==> config.mk <==
export PLATFORM = sky130hd
export DESIGN_NAME = pwm_bank
export DESIGN_NICKNAME = d
export VERILOG_FILES = /design/src/rtl/pwm_pkg.sv /design/src/rtl/pwm_regs.sv /design/src/rtl/pwm_phase.sv /design/src/rtl/pwm_chan.sv /design/src/rtl/pwm_bank.sv
export SDC_FILE = /design/constraint.sdc
export NUM_CORES = 1
export LEC_CHECK = 0
export BUFFER_PORTS_ARGS = -buffer_cell sky130_fd_sc_hd__buf_2
export CORE_MARGIN = 2
export CORE_UTILIZATION = 30
export CTS_CLUSTER_DIAMETER = 30
export DETAILED_ROUTE_END_ITERATION = 7
export HOLD_SLACK_MARGIN = 0.05
export PLACE_DENSITY_LB_ADDON = 0.12
export SLEW_MARGIN = 10
export SYNTH_ARGS = -nofsm -noshare
export SYNTH_HDL_FRONTEND = slang
export SYNTH_HIERARCHICAL = 1
export SYNTH_SLANG_ARGS = --single-unit
==> constraint.sdc <==
create_clock -name clk -period 3.6 [get_ports clk]
set_input_delay 0.36 -clock clk [delete_from_list [all_inputs] [get_ports clk]]
set_output_delay 0.36 -clock clk [all_outputs]
set_load 0.05 [all_outputs]
==> src/rtl/pwm_pkg.sv <==
package pwm_pkg;
    parameter int DUTY_W = 8;
    parameter int CNT_W  = 8;
    parameter int DIV_W  = 8;
    parameter int RES_W  = 3;

    typedef enum logic [2:0] {
        ST_STEADY,
        ST_BLINK_A,
        ST_BLINK_B,
        ST_RAMP_UP,
        ST_RAMP_DOWN
    } mode_state_e;

    typedef struct packed {
        logic [DUTY_W-1:0] lvl_a;
        logic [DUTY_W-1:0] lvl_b;
        logic [CNT_W-1:0]  hold;
        logic [CNT_W-1:0]  interval;
        logic [DUTY_W-1:0] step;
    } chan_cfg_t;
endpackage

==> src/rtl/pwm_regs.sv <==
module pwm_regs
    import pwm_pkg::*;
#(
    parameter int NCH    = 2,
    parameter int ADDR_W = 5
) (
    input  logic              clk,
    input  logic              rst_n,
    input  logic              wr_en,
    input  logic [ADDR_W-1:0] wr_addr,
    input  logic [15:0]       wr_data,
    output logic [DIV_W-1:0]  div_q,
    output logic [RES_W-1:0]  res_q,
    output logic [NCH-1:0]    en_q,
    output logic [NCH-1:0]    inv_q,
    output logic [NCH-1:0]    blink_q,
    output logic [NCH-1:0]    hb_q,
    output chan_cfg_t         cfg_q [NCH],
    output logic              lock_q
);
    localparam logic [ADDR_W-1:0] ADR_GLB  = ADDR_W'(0);
    localparam logic [ADDR_W-1:0] ADR_MODE = ADDR_W'(1);
    localparam logic [ADDR_W-1:0] ADR_LOCK = ADDR_W'(2);
    localparam int CH_BASE   = 8;
    localparam int CH_STRIDE = 4;

    logic wr_ok;
    assign wr_ok = wr_en && !lock_q;

    always_ff @(posedge clk or negedge rst_n) begin
        if (!rst_n) begin
            div_q   <= '0;
            res_q   <= '0;
            en_q    <= '0;
            inv_q   <= '0;
            blink_q <= '0;
            hb_q    <= '0;
            lock_q  <= 1'b0;
        end else if (wr_ok) begin
            if (wr_addr == ADR_GLB) begin
                div_q <= wr_data[DIV_W-1:0];
                res_q <= wr_data[8 +: RES_W];
            end
            if (wr_addr == ADR_MODE) begin
                en_q    <= wr_data[0 +: NCH];
                inv_q   <= wr_data[4 +: NCH];
                blink_q <= wr_data[8 +: NCH];
                hb_q    <= wr_data[12 +: NCH];
            end
            if (wr_addr == ADR_LOCK) begin
                lock_q <= wr_data[0];
            end
        end
    end

    for (genvar c = 0; c < NCH; c++) begin : g_chan_regs
        localparam logic [ADDR_W-1:0] BASE = ADDR_W'(CH_BASE + CH_STRIDE * c);
        always_ff @(posedge clk or negedge rst_n) begin
            if (!rst_n) begin
                cfg_q[c] <= '0;
            end else if (wr_ok) begin
                if (wr_addr == BASE) begin
                    cfg_q[c].lvl_a <= wr_data[7:0];
                    cfg_q[c].lvl_b <= wr_data[15:8];
                end
                if (wr_addr == BASE + ADDR_W'(1)) begin
                    cfg_q[c].hold     <= wr_data[7:0];
                    cfg_q[c].interval <= wr_data[15:8];
                end
                if (wr_addr == BASE + ADDR_W'(2)) begin
                    cfg_q[c].step <= wr_data[7:0];
                end
            end
        end
    end

    // lock is sticky until reset
    p_lock_sticky_r8: assert property (@(posedge clk) disable iff (!rst_n)
        lock_q |=> lock_q);
    // settings frozen while locked
    p_cfg_frozen_r8: assert property (@(posedge clk) disable iff (!rst_n)
        lock_q |=> ($stable(div_q) && $stable(res_q) && $stable(en_q)
                    && $stable(inv_q) && $stable(blink_q) && $stable(hb_q)));
endmodule

==> src/rtl/pwm_phase.sv <==
module pwm_phase
    import pwm_pkg::*;
(
    input  logic              clk,
    input  logic              rst_n,
    input  logic [DIV_W-1:0]  div,
    input  logic [RES_W-1:0]  res,
    output logic [DUTY_W-1:0] phase_q,
    output logic              wrap
);
    localparam int SPAN_W = DUTY_W + 1;

    logic [DIV_W-1:0]  div_cnt_q;
    logic [SPAN_W-1:0] span;
    logic [DUTY_W-1:0] top;
    logic              tick;

    assign span = SPAN_W'(1) << (32'(res) + 1);
    assign top  = DUTY_W'(span - SPAN_W'(1));
    assign tick = (div_cnt_q >= div);
    assign wrap = tick && (phase_q >= top);

    always_ff @(posedge clk or negedge rst_n) begin
        if (!rst_n) begin
            div_cnt_q <= '0;
            phase_q   <= '0;
        end else begin
            div_cnt_q <= tick ? '0 : div_cnt_q + DIV_W'(1);
            if (wrap)      phase_q <= '0;
            else if (tick) phase_q <= phase_q + DUTY_W'(1);
        end
    end

    // phase only moves on a divider tick
    p_phase_idle_r2: assert property (@(posedge clk) disable iff (!rst_n)
        !tick |=> $stable(phase_q));
    // a wrap always returns the phase to zero
    p_wrap_zero_r2: assert property (@(posedge clk) disable iff (!rst_n)
        wrap |=> (phase_q == '0));
endmodule

==> src/rtl/pwm_chan.sv <==
module pwm_chan
    import pwm_pkg::*;
(
    input  logic              clk,
    input  logic              rst_n,
    input  logic              wrap,
    input  chan_cfg_t         cfg,
    input  logic              blink_en,
    input  logic              hb_en,
    output logic [DUTY_W-1:0] duty_q
);
    mode_state_e       state_q, state_d;
    logic [DUTY_W-1:0] duty_d;
    logic [CNT_W-1:0]  cnt_q, cnt_d;
    logic [DUTY_W:0]   up_sum, dn_lim;

    assign up_sum = {1'b0, duty_q} + {1'b0, cfg.step};
    assign dn_lim = {1'b0, cfg.lvl_a} + {1'b0, cfg.step};

    always_ff @(posedge clk or negedge rst_n) begin
        if (!rst_n) begin
            state_q <= ST_STEADY;
            duty_q  <= '0;
            cnt_q   <= '0;
        end else begin
            state_q <= state_d;
            duty_q  <= duty_d;
            cnt_q   <= cnt_d;
        end
    end

    always_comb begin
        state_d = state_q;
        duty_d  = duty_q;
        cnt_d   = cnt_q;
        if (wrap) begin
            unique case (state_q)
                ST_STEADY: begin
                    duty_d = cfg.lvl_a;
                    cnt_d  = '0;
                    if (hb_en)         state_d = ST_RAMP_UP;
                    else if (blink_en) state_d = ST_BLINK_A;
                end
                ST_BLINK_A, ST_BLINK_B: begin
                    if (!blink_en || hb_en) begin
                        state_d = ST_STEADY;
                        duty_d  = cfg.lvl_a;
                        cnt_d   = '0;
                    end else if (cnt_q >= cfg.hold) begin
                        cnt_d   = '0;
                        state_d = (state_q == ST_BLINK_A) ? ST_BLINK_B : ST_BLINK_A;
                        duty_d  = (state_q == ST_BLINK_A) ? cfg.lvl_b : cfg.lvl_a;
                    end else begin
                        cnt_d  = cnt_q + CNT_W'(1);
                        duty_d = (state_q == ST_BLINK_A) ? cfg.lvl_a : cfg.lvl_b;
                    end
                end
                ST_RAMP_UP: begin
                    if (!hb_en) begin
                        state_d = ST_STEADY;
                        duty_d  = cfg.lvl_a;
                        cnt_d   = '0;
                    end else if (cnt_q >= cfg.interval) begin
                        cnt_d = '0;
                        if (up_sum >= {1'b0, cfg.lvl_b}) begin
                            duty_d  = cfg.lvl_b;
                            state_d = ST_RAMP_DOWN;
                        end else begin
                            duty_d = up_sum[DUTY_W-1:0];
                        end
                    end else begin
                        cnt_d = cnt_q + CNT_W'(1);
                    end
                end
                ST_RAMP_DOWN: begin
                    if (!hb_en) begin
                        state_d = ST_STEADY;
                        duty_d  = cfg.lvl_a;
                        cnt_d   = '0;
                    end else if (cnt_q >= cfg.interval) begin
                        cnt_d = '0;
                        if ({1'b0, duty_q} <= dn_lim) begin
                            duty_d  = cfg.lvl_a;
                            state_d = ST_RAMP_UP;
                        end else begin
                            duty_d = duty_q - cfg.step;
                        end
                    end else begin
                        cnt_d = cnt_q + CNT_W'(1);
                    end
                end
                default: begin
                    state_d = ST_STEADY;
                    duty_d  = cfg.lvl_a;
                    cnt_d   = '0;
                end
            endcase
        end
    end

    // duty level only moves on a phase wrap
    p_duty_wrap_r7: assert property (@(posedge clk) disable iff (!rst_n)
        !wrap |=> $stable(duty_q));
    // state only moves on a phase wrap
    p_state_wrap_r7: assert property (@(posedge clk) disable iff (!rst_n)
        !wrap |=> $stable(state_q));
endmodule

==> src/rtl/pwm_bank.sv <==
module pwm_bank
    import pwm_pkg::*;
#(
    parameter int NCH    = 2,
    parameter int ADDR_W = 5
) (
    input  logic              clk,
    input  logic              rst_n,
    input  logic              wr_en,
    input  logic [ADDR_W-1:0] wr_addr,
    input  logic [15:0]       wr_data,
    output logic [NCH-1:0]    pwm_out
);
    logic [DIV_W-1:0]  div;
    logic [RES_W-1:0]  res;
    logic [NCH-1:0]    en, inv, blink, hb;
    chan_cfg_t         cfg [NCH];
    logic              lock;
    logic [DUTY_W-1:0] phase;
    logic              wrap;

    pwm_regs #(.NCH(NCH), .ADDR_W(ADDR_W)) u_regs (
        .clk(clk), .rst_n(rst_n), .wr_en(wr_en), .wr_addr(wr_addr),
        .wr_data(wr_data), .div_q(div), .res_q(res), .en_q(en),
        .inv_q(inv), .blink_q(blink), .hb_q(hb), .cfg_q(cfg), .lock_q(lock)
    );

    pwm_phase u_phase (
        .clk(clk), .rst_n(rst_n), .div(div), .res(res),
        .phase_q(phase), .wrap(wrap)
    );

    for (genvar c = 0; c < NCH; c++) begin : g_chan
        logic [DUTY_W-1:0] duty;
        pwm_chan u_chan (
            .clk(clk), .rst_n(rst_n), .wrap(wrap), .cfg(cfg[c]),
            .blink_en(blink[c]), .hb_en(hb[c]), .duty_q(duty)
        );
        assign pwm_out[c] = inv[c] ^ (en[c] && (phase < duty));
    end
endmodule

* After elaboration in Yosys (flattened, before gate mapping) *
Index checks and enable logic that the tools add are counted.

operators by class
  add/subtract/negate cells = 12
  $lt $le $gt $ge = 12
  equality and inequality tests = 28
  shift operators = 1
  multiplexer cells = 59
  bitwise gates (word level) = 2
  reduce and logical (&&, ||, !) cells = 30

operators with widths
  operator                                                                 number
  8-bit 2-to-1 mux                                                         31
  3-bit 2-to-1 mux                                                         20
  8-bit greater-or-equal comparator                                        6
  8-bit case mux with 3 select lines                                       2
  8-bit by 8-bit adder with 9-bit output                                   4
  8-bit by 1-bit adder with 8-bit output, second input constant            4
  8-bit case mux with 2 select lines                                       2
  1-bit by 32-bit << shifter with 8-bit output, first input constant       1
  5-bit by 4-bit equality test with 1-bit output, second input constant    6
  3-bit by 2-bit inequality test with 1-bit output, second input constant  8
  3-bit case mux with 4 select lines                                       2
  9-bit by 8-bit greater-or-equal comparator with 1-bit output             2
  8-bit by 9-bit less-or-equal comparator with 1-bit output                2
  2-bit AND reduction                                                      9
  8-bit < comparator                                                       2
  8-bit subtractor                                                         2
  7-bit AND reduction                                                      2
  3-bit by 2-bit equality test with 1-bit output, second input constant    4
  2-bit OR reduction                                                       4
  8-bit by 1-bit subtractor with 8-bit output, second input constant       1
  3-bit by 1-bit equality test with 1-bit output, second input constant    2
  3-bit equality test, second input constant                               2
  3-bit logical NOT                                                        2
  3-bit by 1-bit inequality test with 1-bit output, second input constant  2
  other kinds (12)                                                         22

word-level totals
  register bits = 154
  input bits = 24
  word-level logic and storage cells = 169

* Depth between registers and ports, before layout *
Gate-level depths: netlist of the first run.

  depth in word-level cells = 6
  mapped depth = 19
  depth with buffers taken out = 17

* Hierarchy *
Netlist of the first run, hierarchy kept.

modules (own cells, without submodules)
  module                       times used  cells each  area each (µm²)  seq. area each (µm²)
  pwm_regs                     1           225         3861.2           2502.4
  pwm_chan (g_chan[0].u_chan)  1           408         3239.4           475.5
  pwm_chan (g_chan[1].u_chan)  1           402         3145.5           475.5
  pwm_phase                    1           136         1262.5           400.4
  pwm_bank                     1           48          445.4            0.0

* Worst setup path after synthesis of the first run *
No wires, ideal clock.

  path type = reg2reg
  start = register u_regs.res_q[0]
  end = register g_chan[1].u_chan.duty_q[1]
  setup time = 0.123 ns
  arrival time = 3.610 ns
  data required time = 3.477 ns
  path slack = -0.133 ns
  stages on the path, launching flop included = 19
  path buffers = 2
  period minus slack after synthesis = 3.733 ns
  path through = dfrtp_1 > clkbuf_1 > or3_1 > ha_1 > nor2_1 > a21oi_1 > nor2_1 > a31oi_1 > ha_1 > nand4_1 > o31ai_2 > and2_1 > clkbuf_1 > nand2_1 > a21oi_1 > o21ai_0 > a221oi_1 > o221ai_1 > o221a_2

on the way
  cells in the longest elaborated chain, start to end = 6

ends and longest elaborated chain
  item                                          RTL line         RTL
  from (decl)                                   pwm_regs.sv:13   output logic [RES_W-1:0] res_q,
  from (signal assigned)                        pwm_regs.sv:42   res_q <= wr_data[8 +: RES_W];
  3-bit by 1-bit adder with 4-bit output        pwm_phase.sv:18  assign span = SPAN_W'(1) << (32'(res) + 1);
  1-bit by 32-bit << shifter with 8-bit output  pwm_phase.sv:18
  8-bit by 1-bit subtractor with 8-bit output   pwm_phase.sv:19  assign top = DUTY_W'(span - SPAN_W'(1));
  8-bit greater-or-equal comparator             pwm_phase.sv:21  assign wrap = tick && (phase_q >= top);
  1-bit logical AND                             pwm_phase.sv:21
  via wrap                                      pwm_bank.sv:20   logic wrap;
  3-bit AND reduction (no line)                 --
  to (signal assigned)                          pwm_chan.sv:27   duty_q <= duty_d;
  to (decl)                                     pwm_chan.sv:10   output logic [DUTY_W-1:0] duty_q

The timed path passes the listed nets, and every way through them passes these cells.
A chain may end at the register's enable or synchronous reset.

* Final worst setup path of the first run *
  start = register u_regs/cfg_q[40] (netlist name)
  end = register g_chan[0].u_chan.duty_q[3]

on the way
  cells in the longest elaborated chain, start to end = 6

ends and longest elaborated chain
  item                                                                                                                                              RTL line                        RTL
  from (decl)                                                                                                                                       pwm_regs.sv:18                  output chan_cfg_t cfg_q [NCH],
  8-bit by 8-bit adder with 9-bit output (on tied branches)                                                                                         pwm_chan.sv:18, pwm_chan.sv:17
  8-bit by 9-bit less-or-equal comparator with 1-bit output / 9-bit by 8-bit greater-or-equal comparator with 1-bit output (equally long branches)  pwm_chan.sv:82, pwm_chan.sv:65
  8-bit 2-to-1 mux (on tied branches)                                                                                                               pwm_chan.sv:82, pwm_chan.sv:65
  8-bit 2-to-1 mux (on tied branches)                                                                                                               pwm_chan.sv:80, pwm_chan.sv:63
  8-bit 2-to-1 mux (on tied branches)                                                                                                               pwm_chan.sv:76, pwm_chan.sv:59
  8-bit case mux with 3 select lines *                                                                                                              pwm_chan.sv:37                  unique case (state_q)
  to (signal assigned)                                                                                                                              pwm_chan.sv:27
  to (decl)                                                                                                                                         pwm_chan.sv:10

Every way passes the cells marked *; elsewhere a longest branch is shown, timed or not. The select of a mux whose other input is x is not followed.

==> results_dict.tcl, run 1 <==
set metrics [dict create \
    power.share.sequential_pct 23.5 \
    cts_tree "built" \
    antenna_left 0 \
    dieArea_sq_um 41500 \
    syn_area_sq_um 12000 \
    grt_pass1_wl_microns 56000 \
    fin_skew_ns 0.0130 \
    num_vias 9496 \
    finalSetupViolCount 8 \
    path_buf_inv 1 \
    failed_checks "setup timing" \
    drtIter0Drc 488 \
    status "complete, but fails checks" \
    min_period_ns 3.68 \
    antenna_found_initial 2 \
    rows 73 \
    grt_max_degree 63 \
    cts.root.buffer_cell "clkbuf_16" \
    areaGrowthSynthToFinish_pct 22.8 \
    h-tree-depth 4 \
    clkSinkCount 154 \
    critPathMaxFanout 4 \
    cp_slowest_cell "or4_4" \
    cts_buffer_depth 2 \
    yosys-top-cells-area "dfrtp_1, ha_1, mux2_2" \
    post-route-util_pct 37.1 \
    fmax_ghz 0.272 \
    p_per_area_nw_per_um2 756 \
    drive_gt1_share_pct 30.4 \
    place_hpwl_microns 27100 \
    numCtsBuffers 17 \
    track_usage_pct 17.7 \
    timing.final.ws_setup_ns -0.0787 \
    boundaryPins 26 \
    gr-total-overflow 0 \
    maxCapViolations 0 \
    numPortBuffers 25 \
    power_frac_clock_pct 17.3 \
    yosysTopAreaCell "dfrtp_1" \
    yosysTopAreaCellShare_pct 32.2 \
    critPathTopFamily "compound AO/OA/AOI/OAI gates" \
    synth-edff-count 0 \
    syn_avg_cell_area_sq_um 9.81 \
    worstPathRequired_ns 3.90 \
    setup_tns_ns -0.354 \
    wl_microns 35500 \
    syn_inst 1219 \
    dr.pass1.iters 4 \
    rsz0062_at_grt "true" \
    dp_slack_ns -0.231 \
    grt_pass1_vias 9557 \
    switching_power_mw 4.77 \
    yosys.cell_types.count 97 \
    synthFlopType "dfrtp_1" \
    via_per_inst 5.02 \
    end_kind "flip-flop" \
    ys_warn_count 6 \
    place_area_sq_um 13400 \
    place_congestion 0.847 \
    worstPathCellList "ha_2 > inv_2 > fa_2 > o21bai_2 > a221o_1 > nor2_2 > xor2_1 > ha_1 > a21o_1 > a22o_1 > or4_4 > o31ai_4 > a31oi_2 > o31ai_1 > a221oi_1" \
    start_util_pct 30.2 \
    async_flop_share_pct 100 \
    drc 0 \
    p_int_mw 6.33 \
    timing.final.crit_share_pct 102 \
    wire_per_inst_microns 18.8 \
    synth_seq_cells 154 \
    vdd.ir_drop.worst_mv 0.365 \
    post_layout_nonfiller_instances 1891 \
    hold_class "in -> reg" \
    critical_path_class "reg -> reg" \
    coreArea_sq_um 39500 \
    die_y_microns 204 \
    critPathLaunchType "flip-flop" \
    comb_power_share_pct 59.2 \
    die_x_microns 204 \
    clkLatencyLatePin_ns 0.44 \
    crit_path_max_incr_delay_ns 0.47 \
    power.total_mw 11.1 \
    yosysSeqAreaShare_pct 32.2 \
    crit_arrival_ns 3.98 \
    holdWs_ns 0.252 \
    power_leakage_nw 6.85 \
    switching_share_pct 43.0 \
    worstMarginPinSlew_ns 0.847 \
    worst_slew_margin_rel_pct 43.3 \
    path_clk_slew_ns 0.07 \
    hold_violations 0 \
    slew_violations 0 \
    regArea_sq_um 3850 \
    fillers 4015 \
    multiInputGateArea_sq_um 7990 \
    num-nets-final 1527 \
    fin_area_sq_um 14700 \
    dp.cells 1847 \
]
power groups by stage:
stage	combinational (mW)	sequential, mW	clock, mW
finish	6.57	2.60	1.93
global route	7.28	2.68	2.06
CTS	6.08	2.60	1.99
detailed placement	5.88	2.63	0
global placement	5.90	2.63	0
floorplan	3.90	2.46	0
metal layers:
layer / track usage (%) / routed length (microns) / up-vias
li1: - / - / 4695
met1: 25.9 / 18100 / 4636
met2: 27.9 / 16100 / 146
met3: 2.36 / 1010 / 19
met4: 3.73 / 291 / 0
met5: 0 / 0 / -
synthesized netlist by cell type, types with 4 or more instances:
library cell / n
dfrtp_1: 154
ha_1: 145
inv_1: 125
mux2_2: 95
nor2_1: 75
a21oi_1: 67
nand2_1: 53
o21ai_0: 45
nand3_1: 28
xnor2_1: 28
and3_1: 22
nor2b_1: 21
xor2_1: 21
a21o_1: 20
nand2b_1: 16
clkbuf_1: 15
nor3_1: 15
buf_2: 14
o22ai_1: 13
mux2i_1: 12
nand4_1: 11
o21a_1: 11
mux2_4: 10
o21bai_1: 10
a221oi_1: 9
a22o_1: 9
and2_1: 9
a211oi_1: 8
a31oi_1: 8
nor3b_1: 8
o211ai_1: 8
o21ai_1: 7
a32oi_1: 6
fa_1: 6
nor4_1: 6
a211o_1: 5
o2111ai_1: 5
or3_1: 5
a221oi_2: 4
nand2b_4: 4
layout by cell type, fill, tap and decap left out, types with 7 or more instances in the layout:
cell type	instances
ha_1	135
o21ai_0	39
o21ai_2	7
nor3_1	15
nand2b_1	14
dfrtp_1	153
o21a_1	11
o21bai_1	8
a21oi_1	54
a21o_1	20
clkbuf_16	17
xor2_1	20
mux2_4	12
a21oi_2	14
mux2i_1	12
nand3_1	25
mux2_2	93
o21ai_1	8
inv_1	122
and3_1	21
xnor2_1	25
buf_4	116
o211ai_1	8
o22ai_1	13
nor3b_1	8
nand2_1	49
a221oi_2	8
nand4_1	11
a31oi_1	7
nor2_1	68
a22o_1	9
buf_2	24
and2_1	7
nor2b_1	19
a211oi_2	7
flip-flops by register name, summed over array words and instances (netlist names):
signal                 count
g_chan.u_chan/cnt_q       16
u_phase/phase_q            8
u_regs/inv_q               2
u_phase/div_cnt_q          8
u_regs/lock_q              1
g_chan.u_chan/duty_q      16
u_regs/res_q               3
u_regs/div_q               8
g_chan.u_chan/state_q      6
u_regs/blink_q             2
u_regs/cfg_q              80
u_regs/en_q                2
u_regs/hb_q                2
path summary, 6_finish.rpt:
path                                   from                          to  slack (ns)  cells after the start
min in group asynchronous             rst_n        u_phase/div_cnt_q[4]        0.48                      2
max in group asynchronous             rst_n            u_regs/cfg_q[27]        2.11                      3
max                        u_regs/cfg_q[40]  g_chan[0].u_chan/duty_q[3]       -0.08                     15
min reg2reg                u_regs/cfg_q[59]            u_regs/cfg_q[59]        0.51                      1
min                             wr_data[15]            u_regs/cfg_q[71]        0.25                      2
max reg2reg                u_regs/cfg_q[40]  g_chan[0].u_chan/duty_q[3]       -0.08                     15
cells by family (layout without fill, tap and decap cells):
| family | after synthesis | after routing | synth area share [%] |
|---|---|---|---|
| xor gates and xnor gates | 49 | 49 | 3.59 |
| and+or+nand+nor | 301 | 301 | 13.8 |
| DFF | 154 | 154 | 32.2 |
| AOI/OAI and AO/OA | 286 | 286 | 17.4 |
| other | 1 | 3 | 0.0314 |
| buffers and inverters | 160 | 305 | 5.48 |
| adders and majority gates | 151 | 151 | 16.2 |
| muxes | 117 | 117 | 11.2 |
layout make-up:
class                   instances  share of cell area, %
repair buffers                148                   7.48
multi-input cells             906                   54.4
clock inverters                12                   1.12
flip-flops and latches        154                   26.3
diodes                          1                 0.0170
well taps                     525                   4.48
clock buffers                  20                   3.04
inverters                     125                   3.20
repair_timing:
item                                    CTS  global route
pin swaps                                22            60
endpoints found under the hold margin    60             0
hold buffers                              1             0
resized for setup                        28            89
setup buffers                             4             6
endpoints found under the setup margin   20            28
Power figures use the tool's default switching activity.
==> run 2, diff against run 1 <==
SKIP_CTS_REPAIR_TIMING = 1   (was not set)
==> results_dict.tcl, run 2 (same netlist as run 1, synthesis figures left out) <==
set metrics [dict create \
    status "complete, but fails checks" \
    failed_checks "setup timing" \
    start_util_pct 30.2 \
    boundaryPins 26 \
    crit_arrival_ns 4.12 \
    die_y_microns 204 \
    drive_gt1_share_pct 30.2 \
    critical_path_class "reg -> reg" \
    finalSetupViolCount 11 \
    final_cell_mix "dfrtp_1, ha_1, inv_1" \
    rsz0062_at_grt "true" \
    fillers 4026 \
    grt_max_degree 63 \
    largest_reg_flops 80 \
    antenna_found_initial 2 \
    dr.pass1.iters 4 \
    dieArea_sq_um 41500 \
    num_vias 9577 \
    via_per_inst 5.06 \
    drc 0 \
    worstPathRequired_ns 3.92 \
    h-tree-depth 4 \
    hold_violations 0 \
    num_antenna_cells 0 \
    gr-total-overflow 0 \
    wire_per_inst_microns 18.9 \
    setup_tns_ns -1.63 \
    place_congestion 0.847 \
    areaGrowthSynthToFinish_pct 22.8 \
    antenna_left 0 \
    worst_slew_margin_rel_pct 46.2 \
    cts.root.buffer_cell "clkbuf_16" \
    cts_buffer_depth 2 \
    hold_class "in -> reg" \
    numCtsBuffers 17 \
    clkSinkCount 154 \
    track_usage_pct 17.6 \
    top_register "u_regs/cfg_q" \
    grt_pass1_vias 9486 \
    coreArea_sq_um 39500 \
    reg_top3 "u_regs/cfg_q (80), g_chan.u_chan/cnt_q (16), g_chan.u_chan/duty_q (16)" \
    place_area_sq_um 13400 \
    min_period_ns 3.81 \
    vdd.ir_drop.worst_mv 0.366 \
    fin_area_sq_um 14700 \
    end_kind "flip-flop" \
    place_hpwl_microns 27100 \
    cts_tree "built" \
    worstMarginPinSlew_ns 0.803 \
    fin_skew_ns 0.0133 \
    drtIter0Drc 385 \
    critPathMaxFanout 4 \
    numPortBuffers 25 \
    timing.final.ws_setup_ns -0.207 \
    p_per_area_nw_per_um2 760 \
    final_common_cell "dfrtp_1" \
    num-nets-final 1528 \
    timing.final.crit_share_pct 106 \
    maxCapViolations 0 \
    grt_pass1_wl_microns 55600 \
    rows 73 \
    power_leakage_nw 6.85 \
    critPathLaunchType "flip-flop" \
    fmax_ghz 0.263 \
    die_x_microns 204 \
    slew_violations 0 \
    wl_microns 35700 \
    path_clk_slew_ns 0.07 \
    clkLatencyLatePin_ns 0.44 \
]
==> run 2: cell types whose count changed in the layout (fill, tap and decap cells not counted), sizes merged <==
| cell | before | now |
|---|---|---|
| buf | 147 | 148 |
| diode | 1 | 0 |
==> run 2: worst max-delay path, cell delays in order, from the launching register on <==
cell and delay [ns]:
dfrtp_2 0.44, ha_4 0.17, inv_2 0.05, fa_2 0.24
o21bai_4 0.06, a221o_1 0.36, nor2_2 0.13, xor2_1 0.20
ha_1 0.28, a21o_1 0.18, a22o_1 0.22, or4_4 0.59
o31ai_4 0.25, a31oi_1 0.18, o31ai_2 0.25, a221oi_2 0.09
==> run 2: cell type report <==
cell class | instances | area (sq um) | share of cell area, %
inverter | 125 | 469 | 3.20
tap | 525 | 657 | 4.48
clock buffer | 20 | 447 | 3.04
multi-input combinational | 906 | 7980 | 54.4
sequential | 154 | 3860 | 26.3
timing repair buffer | 149 | 1100 | 7.50
clock inverter | 12 | 164 | 1.12
==> run 2: path summary, 6_finish.rpt <==
check	startpoint	end	slack, ns	cells after the start
worst min register to register	u_regs/cfg_q[59]	u_regs/cfg_q[59]	0.50	1
worst max-delay path	u_regs/cfg_q[40]	g_chan[0].u_chan/duty_q[3]	-0.21	15
worst max register to register	u_regs/cfg_q[40]	g_chan[0].u_chan/duty_q[3]	-0.21	15
worst min-delay path	wr_data[15]	u_regs/cfg_q[71]	0.25	2
max in group asynchronous	rst_n	u_regs/cfg_q[27]	2.11	3
min in group asynchronous	rst_n	u_phase/div_cnt_q[4]	0.48	2
==> run 2: per-layer routing <==
layer / track usage, % / vias to the layer above / wire, microns
met5: 0 / - / 0
met4: 3.73 / 0 / 335
met3: 2.36 / 22 / 982
met2: 27.6 / 140 / 16100
met1: 25.8 / 4716 / 18300
li1: - / 4699 / -
==> run 2: stage by stage <==
stage          utilization, %  instances  worst slack, ns  hold WS, ns  total power [mW]
3_3_place_gp             34.0       1847           -0.232        0.411              8.53
4_1_cts                  35.5       1879           -0.284      -0.0781              10.5
3_5_place_dp             34.0       1847           -0.231        0.407              8.51
6_report                 37.1       1891           -0.207        0.252              11.2
5_1_grt                  37.1       1891           -0.351        0.229              12.1
2_1_floorplan               -       1220         -0.00521       0.0644              6.36
==> run 2: where the power goes <==
part	internal, mW	leakage, nW	switching (mW)
Clock	1.12	0.301	0.809
Sequential	2.13	1.98	0.482
Combinational	3.13	4.57	3.49
Total	6.38	6.85	4.79
